===== config.mk =====
export PLATFORM = sky130hd
export DESIGN_NAME = pingpong_port_arbiter
export DESIGN_NICKNAME = d
export VERILOG_FILES = /design/src/rtl/arb_pkg.sv /design/src/rtl/arb_req_sync.sv /design/src/rtl/arb_pingpong_fsm.sv /design/src/rtl/arb_event_bank.sv /design/src/rtl/pingpong_port_arbiter.sv
export SDC_FILE = /design/constraint.sdc
export NUM_CORES = 1
export LEC_CHECK = 0
export ABC_AREA = 1
export ABC_CLOCK_PERIOD_IN_PS = 1500
export BUFFER_PORTS_ARGS = -buffer_cell sky130_fd_sc_hd__clkbuf_2
export CAP_MARGIN = 20
export CORE_MARGIN = 2
export CORE_UTILIZATION = 45
export DETAILED_ROUTE_END_ITERATION = 6
export PLACE_DENSITY = 0.72
export SLEW_MARGIN = 15
export SYNTH_ARGS = -nofsm -noshare
export SYNTH_HDL_FRONTEND = slang
export SYNTH_SLANG_ARGS = --single-unit

===== constraint.sdc =====
create_clock -name clk -period 1.5 [get_ports clk]
set_input_delay 0.225 -clock clk [delete_from_list [all_inputs] [get_ports clk]]
set_output_delay 0.225 -clock clk [all_outputs]
set_load 0.03 [all_outputs]

===== src/rtl/arb_pkg.sv =====
package arb_pkg;
    typedef enum logic [1:0] {
        ST_IDLE    = 2'd0,
        ST_OWN0    = 2'd1,
        ST_OWN1    = 2'd2,
        ST_RELEASE = 2'd3
    } arb_state_t;

    localparam int NUM_PORTS = 2;
    localparam int REG_AW    = 2;
    localparam int REG_DW    = 2 * NUM_PORTS;

    localparam logic [REG_AW-1:0] ADDR_STATUS = 2'd0;
    localparam logic [REG_AW-1:0] ADDR_MASK   = 2'd1;
    localparam logic [REG_AW-1:0] ADDR_MANUAL = 2'd2;
    localparam logic [REG_AW-1:0] ADDR_PINS   = 2'd3;
endpackage


===== src/rtl/arb_req_sync.sv =====
// Per-port synchronizer: active-low pin in, active-high request out.
// STAGES must be at least 2.
module arb_req_sync #(
    parameter int WIDTH  = 2,
    parameter int STAGES = 2
) (
    input  logic             clk,
    input  logic             rst_n,
    input  logic [WIDTH-1:0] req_n_i,
    output logic [WIDTH-1:0] req_o
);
    for (genvar p = 0; p < WIDTH; p++) begin : g_port
        logic [STAGES-1:0] chain_q;
        always_ff @(posedge clk or negedge rst_n) begin
            if (!rst_n) chain_q <= '0;
            else        chain_q <= {chain_q[STAGES-2:0], ~req_n_i[p]};
        end
        assign req_o[p] = chain_q[STAGES-1];
    end
endmodule


===== src/rtl/arb_pingpong_fsm.sv =====
module arb_pingpong_fsm
    import arb_pkg::*;
(
    input  logic       clk,
    input  logic       rst_n,
    input  logic       run_i,
    input  logic [1:0] req_i,
    output logic [1:0] grant_o
);
    arb_state_t state_q, state_d;
    logic       last_q;   // port that won the most recent grant

    // Choice made from IDLE or RELEASE.
    function automatic arb_state_t pick(input logic [1:0] r, input logic last);
        if (r == 2'b11)  return last ? ST_OWN0 : ST_OWN1;
        else if (r[0])   return ST_OWN0;
        else if (r[1])   return ST_OWN1;
        else             return ST_IDLE;
    endfunction

    always_comb begin
        state_d = state_q;
        unique case (state_q)
            ST_IDLE:    state_d = pick(req_i, last_q);
            ST_OWN0:    state_d = req_i[0] ? ST_OWN0 : ST_RELEASE;
            ST_OWN1:    state_d = req_i[1] ? ST_OWN1 : ST_RELEASE;
            ST_RELEASE: state_d = pick(req_i, last_q);
        endcase
        if (!run_i) state_d = ST_IDLE;
    end

    always_ff @(posedge clk or negedge rst_n) begin
        if (!rst_n) begin
            state_q <= ST_IDLE;
            last_q  <= 1'b1;
        end else begin
            state_q <= state_d;
            if (state_d == ST_OWN0)      last_q <= 1'b0;
            else if (state_d == ST_OWN1) last_q <= 1'b1;
        end
    end

    always_comb begin
        unique case (state_q)
            ST_OWN0: grant_o = 2'b01;
            ST_OWN1: grant_o = 2'b10;
            default: grant_o = 2'b00;
        endcase
    end

    assert_one_owner_R2: assert property (@(posedge clk) disable iff (!rst_n)
        $onehot0(grant_o));

    assert_hold_owner_R3: assert property (@(posedge clk) disable iff (!rst_n)
        (run_i && grant_o != 2'b00 && (grant_o & req_i) == grant_o) |=> (grant_o == $past(grant_o)));

    assert_release_gap_R4: assert property (@(posedge clk) disable iff (!rst_n)
        (grant_o != 2'b00 && (grant_o & req_i) == 2'b00) |=> (grant_o == 2'b00));

    assert_tie_to_port0_R5: assert property (@(posedge clk) disable iff (!rst_n)
        (run_i && grant_o == 2'b00 && req_i == 2'b11 && last_q) |=> (grant_o == 2'b01));

    assert_tie_to_port1_R5: assert property (@(posedge clk) disable iff (!rst_n)
        (run_i && grant_o == 2'b00 && req_i == 2'b11 && !last_q) |=> (grant_o == 2'b10));

    assert_bypass_idle_R11: assert property (@(posedge clk) disable iff (!rst_n)
        !run_i |=> (grant_o == 2'b00));
endmodule


===== src/rtl/arb_event_bank.sv =====
module arb_event_bank #(
    parameter int NP = 2,
    localparam int NB = 2 * NP
) (
    input  logic          clk,
    input  logic          rst_n,
    input  logic          en_i,
    input  logic          auto_i,
    input  logic [NP-1:0] grant_i,
    input  logic [NP-1:0] din_i,
    input  logic [NP-1:0] dout_i,
    input  logic [NB-1:0] clr_i,
    input  logic          mask_we_i,
    input  logic [NB-1:0] mask_d_i,
    output logic [NB-1:0] flags_o,
    output logic [NB-1:0] mask_o,
    output logic          irq_o
);
    logic [NB-1:0] raw_v, set_v, flags_q, mask_q;

    for (genvar p = 0; p < NP; p++) begin : g_src
        assign raw_v[2*p]   = din_i[p]  & grant_i[p];
        assign raw_v[2*p+1] = dout_i[p] & grant_i[p];
    end

    assign set_v = (en_i && auto_i) ? raw_v : '0;

    always_ff @(posedge clk or negedge rst_n) begin
        if (!rst_n)     flags_q <= '0;
        else if (!en_i) flags_q <= '0;
        else            flags_q <= (flags_q & ~clr_i) | set_v;
    end

    always_ff @(posedge clk or negedge rst_n) begin
        if (!rst_n)         mask_q <= '0;
        else if (mask_we_i) mask_q <= mask_d_i;
    end

    assign flags_o = flags_q;
    assign mask_o  = mask_q;
    assign irq_o   = en_i & auto_i & (|(flags_q & mask_q));

    assert_set_beats_clear_R7: assert property (@(posedge clk) disable iff (!rst_n)
        (en_i && (set_v & clr_i) != '0) |=> ((flags_q & $past(set_v & clr_i)) == $past(set_v & clr_i)));

    assert_manual_no_latch_R9: assert property (@(posedge clk) disable iff (!rst_n)
        (en_i && !auto_i && clr_i == '0) |=> $stable(flags_q));

    assert_disable_clears_R11: assert property (@(posedge clk) disable iff (!rst_n)
        !en_i |=> (flags_q == '0));
endmodule


===== src/rtl/pingpong_port_arbiter.sv =====
module pingpong_port_arbiter
    import arb_pkg::*;
#(
    parameter int SYNC_STAGES = 2
) (
    input  logic              clk,
    input  logic              rst_n,
    input  logic              enable_i,
    input  logic              auto_mode_i,
    input  logic [1:0]        req_n_i,
    input  logic [1:0]        din_ready_i,
    input  logic [1:0]        dout_req_i,
    input  logic              reg_we_i,
    input  logic [REG_AW-1:0] reg_addr_i,
    input  logic [REG_DW-1:0] reg_wdata_i,
    output logic [REG_DW-1:0] reg_rdata_o,
    output logic [1:0]        grant_o,
    output logic              irq_o
);
    logic [1:0]        req_s, fsm_grant;
    logic [REG_DW-1:0] flags, mask, manual_q, clr_v;
    logic              run;

    assign run = enable_i & auto_mode_i;

    arb_req_sync #(.WIDTH(NUM_PORTS), .STAGES(SYNC_STAGES)) u_sync (
        .clk(clk), .rst_n(rst_n), .req_n_i(req_n_i), .req_o(req_s)
    );

    arb_pingpong_fsm u_fsm (
        .clk(clk), .rst_n(rst_n), .run_i(run), .req_i(req_s), .grant_o(fsm_grant)
    );

    assign clr_v = (reg_we_i && reg_addr_i == ADDR_STATUS) ? reg_wdata_i : '0;

    arb_event_bank #(.NP(NUM_PORTS)) u_events (
        .clk(clk), .rst_n(rst_n), .en_i(enable_i), .auto_i(auto_mode_i),
        .grant_i(grant_o), .din_i(din_ready_i), .dout_i(dout_req_i),
        .clr_i(clr_v), .mask_we_i(reg_we_i && reg_addr_i == ADDR_MASK),
        .mask_d_i(reg_wdata_i), .flags_o(flags), .mask_o(mask), .irq_o(irq_o)
    );

    always_ff @(posedge clk or negedge rst_n) begin
        if (!rst_n)                                    manual_q <= '0;
        else if (reg_we_i && reg_addr_i == ADDR_MANUAL) manual_q <= reg_wdata_i;
    end

    always_comb begin
        if (!enable_i)        grant_o = 2'b00;
        else if (auto_mode_i) grant_o = fsm_grant;
        else                  grant_o = manual_q[1:0];
    end

    always_comb begin
        unique case (reg_addr_i)
            ADDR_STATUS: reg_rdata_o = flags;
            ADDR_MASK:   reg_rdata_o = mask;
            ADDR_MANUAL: reg_rdata_o = manual_q;
            ADDR_PINS:   reg_rdata_o = {2'b00, req_s};
        endcase
    end

    assert_pins_follow_R10: assert property (@(posedge clk) disable iff (!rst_n)
        (req_n_i == 2'b11) |=> ##1 (req_s == 2'b00));
endmodule


==> flow_summary.yaml, run 1 <==
critical_path:
  endpoint_kind: "output pin"
  worst_ep_required_time_ns: 1.27
  cp_max_fo: 2
  critPathArrivalTime_ns: 1.45
  worst_setup_path_start_kind: "flop"
  worst-setup-path-type: "flop to output pin"
grt:
  gr-usage-all-layers_pct: 21.22
  first_global_vias: 918
  overflow: 0
  grt_first_pass_wirelength_um: 4029
  grt_max_degree: 20
  antenna_found_initial: 0
floorplanning:
  die_x_um: 50.78
  io_pins: 24
  rows: 16
  coreArea_um2: 2022
  initial_core_util_pct: 48.70
  die-area_um2: 2579
  die_h_um: 50.78
detailed_routing:
  viasPerCell: 4.995
  first_iter_violations: 32
  postRouteAntennaNets: 0
  drc: 0
  drt-total-wl_um: 2415
  avgRoutedWirePerCell_um: 13.05
  via_count: 924
  first_pass_iters: 4
sta:
  hold_violations: 0
  finalClockSkew_ns: 0.007615
  fmax_mhz: 596.1
  rsz0062_at_grt: "true"
  min_period_ns: 1.678
  fin_setup_tns_ns: -0.3543
  finalMaxSlewViolations: 0
  finalSetupViolations: 3
  setup_slack_ns: -0.1776
  hold_ws_ns: 0.05448
  worst_pin_slew_ns: 0.4912
  max_slew_margin_pct: 67.25
  period_share_pct: 111.8
power:
  ir_drop_mv: 0.8121
  p_int_mw: 0.8321
  pwr-share-clk_pct: 21.1
  power_frac_comb_pct: 27.7
  powerDensity_nw_per_um2: 922.0
  p_leak_nw: 0.6746
  p_sw_mw: 0.3953
  p_seq_share_pct: 51.2
  p_sw_share_pct: 32.21
yosys:
  ys_types: 19
  synthTopCellsByArea: "dfrtp_1 46%, nand2_1 14%, inv_1 6.5%"
  synth_xor_area_share_pct: 0
  synth_compound_area_share_pct: 11.56
  synth.cell_area_um2: 984.7
  ys_seq_area_share_pct: 48.41
  ys_ff_latch: 19
  synth_nets: 140
  synthAdderAreaFrac_pct: 5.083
  synth_simple_gate_area_share_pct: 27.06
  synth_top_area_share_pct: 45.74
  ys_warn_count: 0
  synth.largest_area_cell: "dfrtp_1"
  syn_avg_cell_area_um2: 8.275
  muxShareOfSynthArea_pct: 1.017
  synth_top_family_by_area: "simple AND/OR/NAND/NOR gates"
  synthCells: 119
place:
  place.port_buffers: 23
  post-place-cells: 173
  gp_congestion: 0.8112
  dpl.hpwl_um: 1721
clock_network:
  clk_latency_ns: 0.31
  cts_tree: "done"
  htreeDepth: 1
  clock-root-buffer: "clkbuf_4"
  clock-sinks: 19
  numCtsBuffers: 3
  cts_buffer_depth: 2
  clk_transition_reported_paths_ns: 0.10
outcome:
  violations: "setup timing"
  status: "finished, violations left"
finish:
  syn_to_final_growth_pct: 35.20
  instances_no_fill: 185
  multi_input_area_um2: 494.2
  final_util_pct: 65.84
  num_antenna_cells: 0
  num-fill-cells: 184
  fin_nets: 180
  drive_above_1_share_pct: 35.44
  regArea_um2: 476.7
hold_path:
  min_path_type: "input pin to flop"
job:
  drv_cap: 0
==> path summary, 6_finish.rpt <==
path	from	to	slack, ns	cells past startpoint
worst max-delay path	u_fsm.state_q[0]	grant_o[1]	-0.18	6
worst min-delay path	req_n_i[0]	u_sync.g_port[0].chain_q[0]	0.05	2
worst max register to register	u_fsm.state_q[0]	u_fsm.last_q	-0.08	10
worst min register to register	u_sync.g_port[1].chain_q[0]	u_sync.g_port[1].chain_q[1]	0.36	0
max in group asynchronous	rst_n	u_fsm.last_q	0.75	2
min in group asynchronous	rst_n	u_fsm.state_q[0]	0.40	2
==> critical path, cell delays in order (launching register included) <==
cell      delay, ns
dfrtp_1        0.43
inv_2          0.08
buf_6          0.12
ha_4           0.15
mux2i_1        0.14
nor2_1         0.07
clkbuf_8       0.16
==> per-layer routing <==
layer	track usage [%]	part of all wire, %	vias to the layer above
li1	-	-	466
met1	28.38	46	430
met2	33.11	48	25
met3	6.845	5.2	3
met4	5.856	0.79	0
met5	0	0	-
==> Yosys cell counts, drive strengths merged <==
library cell   n
a21oi          7
a31oi          1
dfrtp         18
dfstp          1
ha             4
inv           18
mux2i          1
nand2         38
nand3         11
nand4          4
nor2           5
o211ai         1
o21ai         10
==> power by group through the flow <==
stage	combinational (mW)	clock [mW]	sequential (mW)
floorplan	0.179	0	0.621
global placement	0.269	0	0.631
detailed placement	0.280	0	0.634
CTS	0.317	0.265	0.627
global route	0.383	0.289	0.636
finish	0.340	0.259	0.628
==> per-stage QoR <==
step | setup WS (ns) | cell area, µm² | power (mW)
floorplan | 0.03434 | 984.7 | 0.8003
global placement | -0.01688 | 1164 | 0.8998
detailed placement | -0.1108 | 1164 | 0.9142
CTS | -0.1366 | 1272 | 1.209
global route | -0.2627 | 1331 | 1.309
finish | -0.1776 | 1331 | 1.227
==> state kept, by name, indices dropped and copies added, names as in the netlist <==
register,count
manual_q,4
u_events.flags_o,4
u_events.mask_o,4
u_fsm.last_q,1
u_fsm.state_q,2
u_sync.g_port.chain_q,4
==> layout make-up <==
| cell class | instances | area share, % |
|---|---|---|
| clock buffer | 4 | 1.974 |
| inverter | 18 | 5.075 |
| multi-input combinational | 82 | 37.12 |
| sequential | 19 | 35.81 |
| tap | 27 | 2.538 |
| timing repair buffer | 35 | 17.48 |
==> cell usage in the layout, fill, tap and decap left out, types with 4 or more instances in the layout <==
master    instances
nand3_1          11
dfrtp_1          18
inv_2             5
nand4_1           4
o21ai_2           4
buf_4            11
clkbuf_2         20
o21ai_1           5
a21oi_1           6
nand2_1          36
inv_1            13
ha_4              4
==> repair_timing <==
item,CTS,global route
endpoints found under the setup margin,3,4
hold endpoints to repair,18,0
pin swaps,3,1
hold buffers,1,0
resized for setup,14,7
buffers inserted,3,4
==> cells by family (layout without fill, tap and decap cells) <==
kind of cell,Yosys count,count (layout)
mux,1,1
compound gates,19,19
fa+ha+maj,4,4
buf+inv,18,57
simple gates,58,58
flops,19,19
Power figures use the tool's default switching activity.
==> run 2, diff against run 1 <==
Settings changed: ABC_AREA 1 to 0, PLACE_DENSITY 0.72 to 0.77.
==> run 2 against run 1 <==
Net effect:
- highest routed layer unchanged
- wire length down 14%
- fmax grew 2.4%
- the flow still finishes with violations (setup timing)
- synthesized area down 1.7%
- core utilization rose by 0.60 points
- global-route usage fell by 2.9 points
- non-clock buffer count fell by 1
- die area fell by 1.5%
- first-iteration DRC count fell by 59%
==> flow_summary.yaml, run 2 <==
outcome:
  status: "finished, violations left"
  violations: "setup timing"
sta:
  finalSetupViolations: 5
  worst_pin_slew_ns: 0.4643
  fin_setup_tns_ns: -0.5972
  rsz0062_at_grt: "true"
  period_share_pct: 109.3
  fmax_mhz: 610.2
  max_slew_margin_pct: 69.05
  min_period_ns: 1.639
  finalMaxSlewViolations: 0
  hold_violations: 0
  setup_slack_ns: -0.1389
  finalClockSkew_ns: 0.002429
hold_path:
  min_path_type: "input pin to flop"
yosys:
  ys_ff_latch: 19
  ys_types: 24
  synth_most_common_cell: "dfrtp_1"
  ys_seq_area_share_pct: 49.22
  ys.flop_type: "dfrtp_1"
  syn_avg_cell_area_um2: 12.42
  synth_xor_area_share_pct: 0
  muxShareOfSynthArea_pct: 19.64
  synth_nets: 99
  synth_common_cells: "18 x dfrtp_1, 8 x nand2_1, 5 x inv_1"
  synth_simple_gate_area_share_pct: 11.37
  synth_top_family_by_area: "multiplexers"
  synthAdderAreaFrac_pct: 5.168
  synth_compound_area_share_pct: 11.50
  synthTopCellsByArea: "dfrtp_1 47%, mux2_4 6.2%, ha_1 5.2%"
  synth.largest_area_cell: "dfrtp_1"
  synthCells: 78
  ys_warn_count: 0
  synth_top_area_share_pct: 46.51
  synth-edff-count: 0
  synth.cell_area_um2: 968.4
  synthArstFlopShare_pct: 100.0
critical_path:
  worst-setup-path-type: "flop to output pin"
  cp_max_fo: 3
  cp_slowest_stage_delay_ns: 0.43
  worst_setup_path_start_kind: "flop"
  critPathArrivalTime_ns: 1.41
  cp_cell_sequence: "inv_2, ha_4, buf_6, mux2i_1, nor2b_1, buf_4"
  endpoint_kind: "output pin"
  worst_ep_required_time_ns: 1.27
  path_delay_family: "flip-flops"
  cp_slowest_cell: "dfrtp_1"
  critPathBufInv: 3
place:
  place.port_buffers: 23
  post_dp_cell_area_um2: 1135
  post-place-cells: 129
  dpl.hpwl_um: 1480
  pre_cts_ws_ns: -0.08564
  gp_congestion: 0.8434
detailed_routing:
  drt-total-wl_um: 2074
  avgRoutedWirePerCell_um: 14.71
  first_iter_violations: 13
  via_count: 744
  first_pass_iters: 4
  viasPerCell: 5.277
  drc: 0
  postRouteAntennaNets: 0
power:
  power_mw: 1.298
  powerDensity_nw_per_um2: 975.7
  p_leak_nw: 0.6290
  ir_drop_mv: 0.6406
finish:
  final_cell_mix: "18 x clkbuf_2, 18 x dfrtp_1, 10 x buf_4, 8 x nand2_1"
  fin_nets: 136
  post-route-cell-area_um2: 1330
  drive_above_1_share_pct: 55.26
  syn_to_final_growth_pct: 37.34
  instances_no_fill: 141
  num_antenna_cells: 0
grt:
  gr-usage-all-layers_pct: 18.32
  overflow: 0
  grt_first_pass_wirelength_um: 3422
  grt_max_degree: 20
  antenna_found_initial: 0
  first_global_vias: 787
clock_network:
  clk_latency_ns: 0.29
  clock-sinks: 19
  cts_tree: "done"
  clock-root-buffer: "clkbuf_4"
  clk_transition_reported_paths_ns: 0.10
  numCtsBuffers: 3
  cts_buffer_depth: 2
  htreeDepth: 1
floorplanning:
  rows: 16
  initial_core_util_pct: 48.38
  die_x_um: 50.39
  die-area_um2: 2539
  coreArea_um2: 2002
  io_pins: 24
  die_h_um: 50.39
job:
  drv_cap: 0
[run 2: stage by stage]
stage	utilization [%]	hold slack, ns
floorplan	-	-0.07059
finish	66.44	0.05522
global route	66.44	0.05558
detailed placement	56.69	0.1976
global placement	56.69	0.1910
CTS	63.19	0.05017
[run 2: cells by family (layout without fill, tap and decap cells)]
| family | Yosys count | count (layout) |
|---|---|---|
| AND/OR/NAND/NOR | 18 | 18 |
| multiplexers | 14 | 14 |
| flip-flops | 19 | 19 |
| AO/OA/AOI/OAI | 16 | 16 |
| buffers and inverters | 7 | 43 |
| adder cells (fa/ha/maj) | 4 | 4 |
[run 2: layer usage]
metal	part of all wire (%)	vias up	track usage, %	wire length (µm)
li1	-	361	-	-
met1	47	354	23.29	974
met2	47	27	30.70	984
met3	4.6	2	2.679	95
met4	0.92	0	8.559	19
met5	0	-	0	0
[run 2: layout make-up]
class	count	area (µm²)
fillers	144	671.9
multi-input cells	52	535.5
flip-flops and latches	19	476.7
repair buffers	34	239.0
well taps	27	33.78
clock buffers	4	26.28
inverters	5	18.77
[run 2: repair_timing]
item,4_1_cts,5_1_grt
gates resized for setup,16,16
setup endpoints to repair,5,6
hold endpoints to repair,18,0
pin swaps,2,4
hold buffers,1,0
setup buffers,5,2
[run 2: final timing paths]
path | end | slack, ns | cells past startpoint | startpoint
min in group asynchronous | u_sync.g_port[0].chain_q[0] | 0.40 | 2 | rst_n
max in group asynchronous | u_fsm.last_q | 0.75 | 2 | rst_n
worst min register to register | u_sync.g_port[1].chain_q[1] | 0.36 | 0 | u_sync.g_port[1].chain_q[0]
worst max register to register | u_fsm.last_q | -0.11 | 8 | u_fsm.state_q[1]
worst min-delay path | u_sync.g_port[0].chain_q[0] | 0.06 | 2 | req_n_i[0]
worst max-delay path | grant_o[0] | -0.14 | 6 | u_fsm.state_q[1]
[run 2: power breakdown]
part | switching, mW | internal [mW] | leakage [nW]
logic | 0.186 | 0.209 | 0.379
registers | 0.0584 | 0.591 | 0.235
clock network | 0.151 | 0.103 | 0.0150
==> run 3, diff against run 2 <==
Settings changed: CAP_MARGIN 20 to unset, RECOVER_POWER set to 50.
==> run 3 against run 2 <==
Net effect:
- the flow still finishes with violations (setup timing)
- total power barely moved
- largest cell class unchanged
- wire length shrank 0.48%
- final cell count stayed put
- clock skew shrank 0.0012 ns
- highest routed layer unchanged
- final area about the same
- combinational power about the same
- global-route usage stayed put
- clock power about the same
- first-iteration DRC count decreased by 7.7%
- hold slack improved by 0.0014 ns
==> flow_summary.yaml, run 3 (synthesis gave the netlist of run 2 again) <==
hold_path:
  min_path_type: "input pin to flop"
clock_network:
  clk_latency_ns: 0.29
  numCtsBuffers: 3
  clk_transition_reported_paths_ns: 0.10
  clock-root-buffer: "clkbuf_4"
  cts_tree: "done"
  clock-sinks: 19
  cts_buffer_depth: 2
  htreeDepth: 1
sta:
  rsz0062_at_grt: "true"
  setup_slack_ns: -0.1390
  hold_violations: 0
  period_share_pct: 109.3
  hold_ws_ns: 0.05666
  min_period_ns: 1.639
  finalMaxSlewViolations: 0
  max_slew_margin_pct: 33.86
  finalSetupViolations: 5
  finalClockSkew_ns: 0.001231
  worst_pin_slew_ns: 0.9921
  fin_setup_tns_ns: -0.6028
  fmax_mhz: 610.1
finish:
  drive_above_1_share_pct: 54.39
  num_antenna_cells: 0
  post-route-cell-area_um2: 1329
  final_cell_mix: "18 x dfrtp_1, 17 x clkbuf_2, 10 x buf_4, 8 x nand2_1"
  syn_to_final_growth_pct: 37.21
  final_util_pct: 66.38
  fin_nets: 136
  final_common_cell: "dfrtp_1"
floorplanning:
  coreArea_um2: 2002
  initial_core_util_pct: 48.38
  die_h_um: 50.39
  die-area_um2: 2539
  rows: 16
  io_pins: 24
  die_x_um: 50.39
detailed_routing:
  avgRoutedWirePerCell_um: 14.64
  via_count: 742
  postRouteAntennaNets: 0
  drc: 0
  first_pass_iters: 4
  first_iter_violations: 12
  drt-total-wl_um: 2064
  viasPerCell: 5.262
power:
  p_leak_nw: 0.6260
  ir_drop_mv: 0.6375
  powerDensity_nw_per_um2: 976.2
place:
  place.port_buffers: 23
  dpl.hpwl_um: 1480
  post_dp_cell_area_um2: 1135
  pre_cts_ws_ns: -0.08564
  gp_congestion: 0.8434
critical_path:
  endpoint_kind: "output pin"
  ff2ff_setup_slack_ns: -0.11
  critPathArrivalTime_ns: 1.41
  cp_max_fo: 3
  worst_ep_required_time_ns: 1.27
  worst_setup_path_start_kind: "flop"
  worst-setup-path-type: "flop to output pin"
grt:
  antenna_found_initial: 0
  overflow: 0
  grt_first_pass_wirelength_um: 3422
  grt_max_degree: 20
  first_global_vias: 787
  gr-usage-all-layers_pct: 18.32
outcome:
  violations: "setup timing"
  status: "finished, violations left"
job:
  drv_cap: 0
## run 3: cell counts in the layout (fill, tap and decap cells not counted)
Identical to the previous run, type by type.
## run 3: critical path, cell delays in order, from the launching register on
cell and delay [ns]:
dfrtp_1 0.43, inv_2 0.07, ha_4 0.16, buf_6 0.11
mux2i_1 0.14, nor2b_1 0.06, buf_4 0.16
## run 3: layout make-up
class	count	area [µm²]
clock buffers	4	26.28
fillers	145	673.1
inverters	5	18.77
multi-input cells	52	535.5
flip-flops and latches	19	476.7
well taps	27	33.78
repair buffers	34	237.7
## run 3: metrics by stage
| step | cells | total power [mW] |
|---|---|---|
| 2_1_floorplan | 78 | 0.8457 |
| 6_report | 141 | 1.297 |
| 5_1_grt | 141 | 1.378 |
| 4_1_cts | 139 | 1.255 |
| 3_5_place_dp | 129 | 0.9480 |
| 3_3_place_gp | 129 | 0.9346 |
## run 3: final timing paths
check | cells past startpoint | endpoint | from
min in group asynchronous | 2 | u_sync.g_port[0].chain_q[0] | rst_n
max reg2reg | 8 | u_fsm.last_q | u_fsm.state_q[1]
min | 2 | u_sync.g_port[0].chain_q[0] | req_n_i[0]
min reg2reg | 0 | u_sync.g_port[1].chain_q[1] | u_sync.g_port[1].chain_q[0]
max | 6 | grant_o[0] | u_fsm.state_q[1]
max in group asynchronous | 2 | u_events.flags_o[2] | rst_n
## run 3: per-layer routing
layer / GRT usage, % / part of all wire [%] / vias to the layer above
met4: 8.559 / 1.3 / 0
met2: 30.70 / 48 / 26
met5: 0 / 0 / -
met3: 2.679 / 4.1 / 4
li1: - / - / 357
met1: 23.29 / 47 / 355
## run 3: repair_timing
| action | in CTS | in global routing |
|---|---|---|
| hold buffers | 1 | 0 |
| buffers inserted | 5 | 2 |
| setup endpoints to repair | 5 | 6 |
| pin swaps | 2 | 4 |
| gates resized for setup | 16 | 16 |
| endpoints found under the hold margin | 18 | 0 |
## run 3: where the power goes
group | leakage (nW) | total [mW] | switching (mW) | internal [mW]
Combinational | 0.377 | 0.394 | 0.186 | 0.208
Sequential | 0.235 | 0.650 | 0.0590 | 0.591
Clock | 0.0150 | 0.253 | 0.150 | 0.103
Total | 0.626 | 1.30 | 0.395 | 0.903
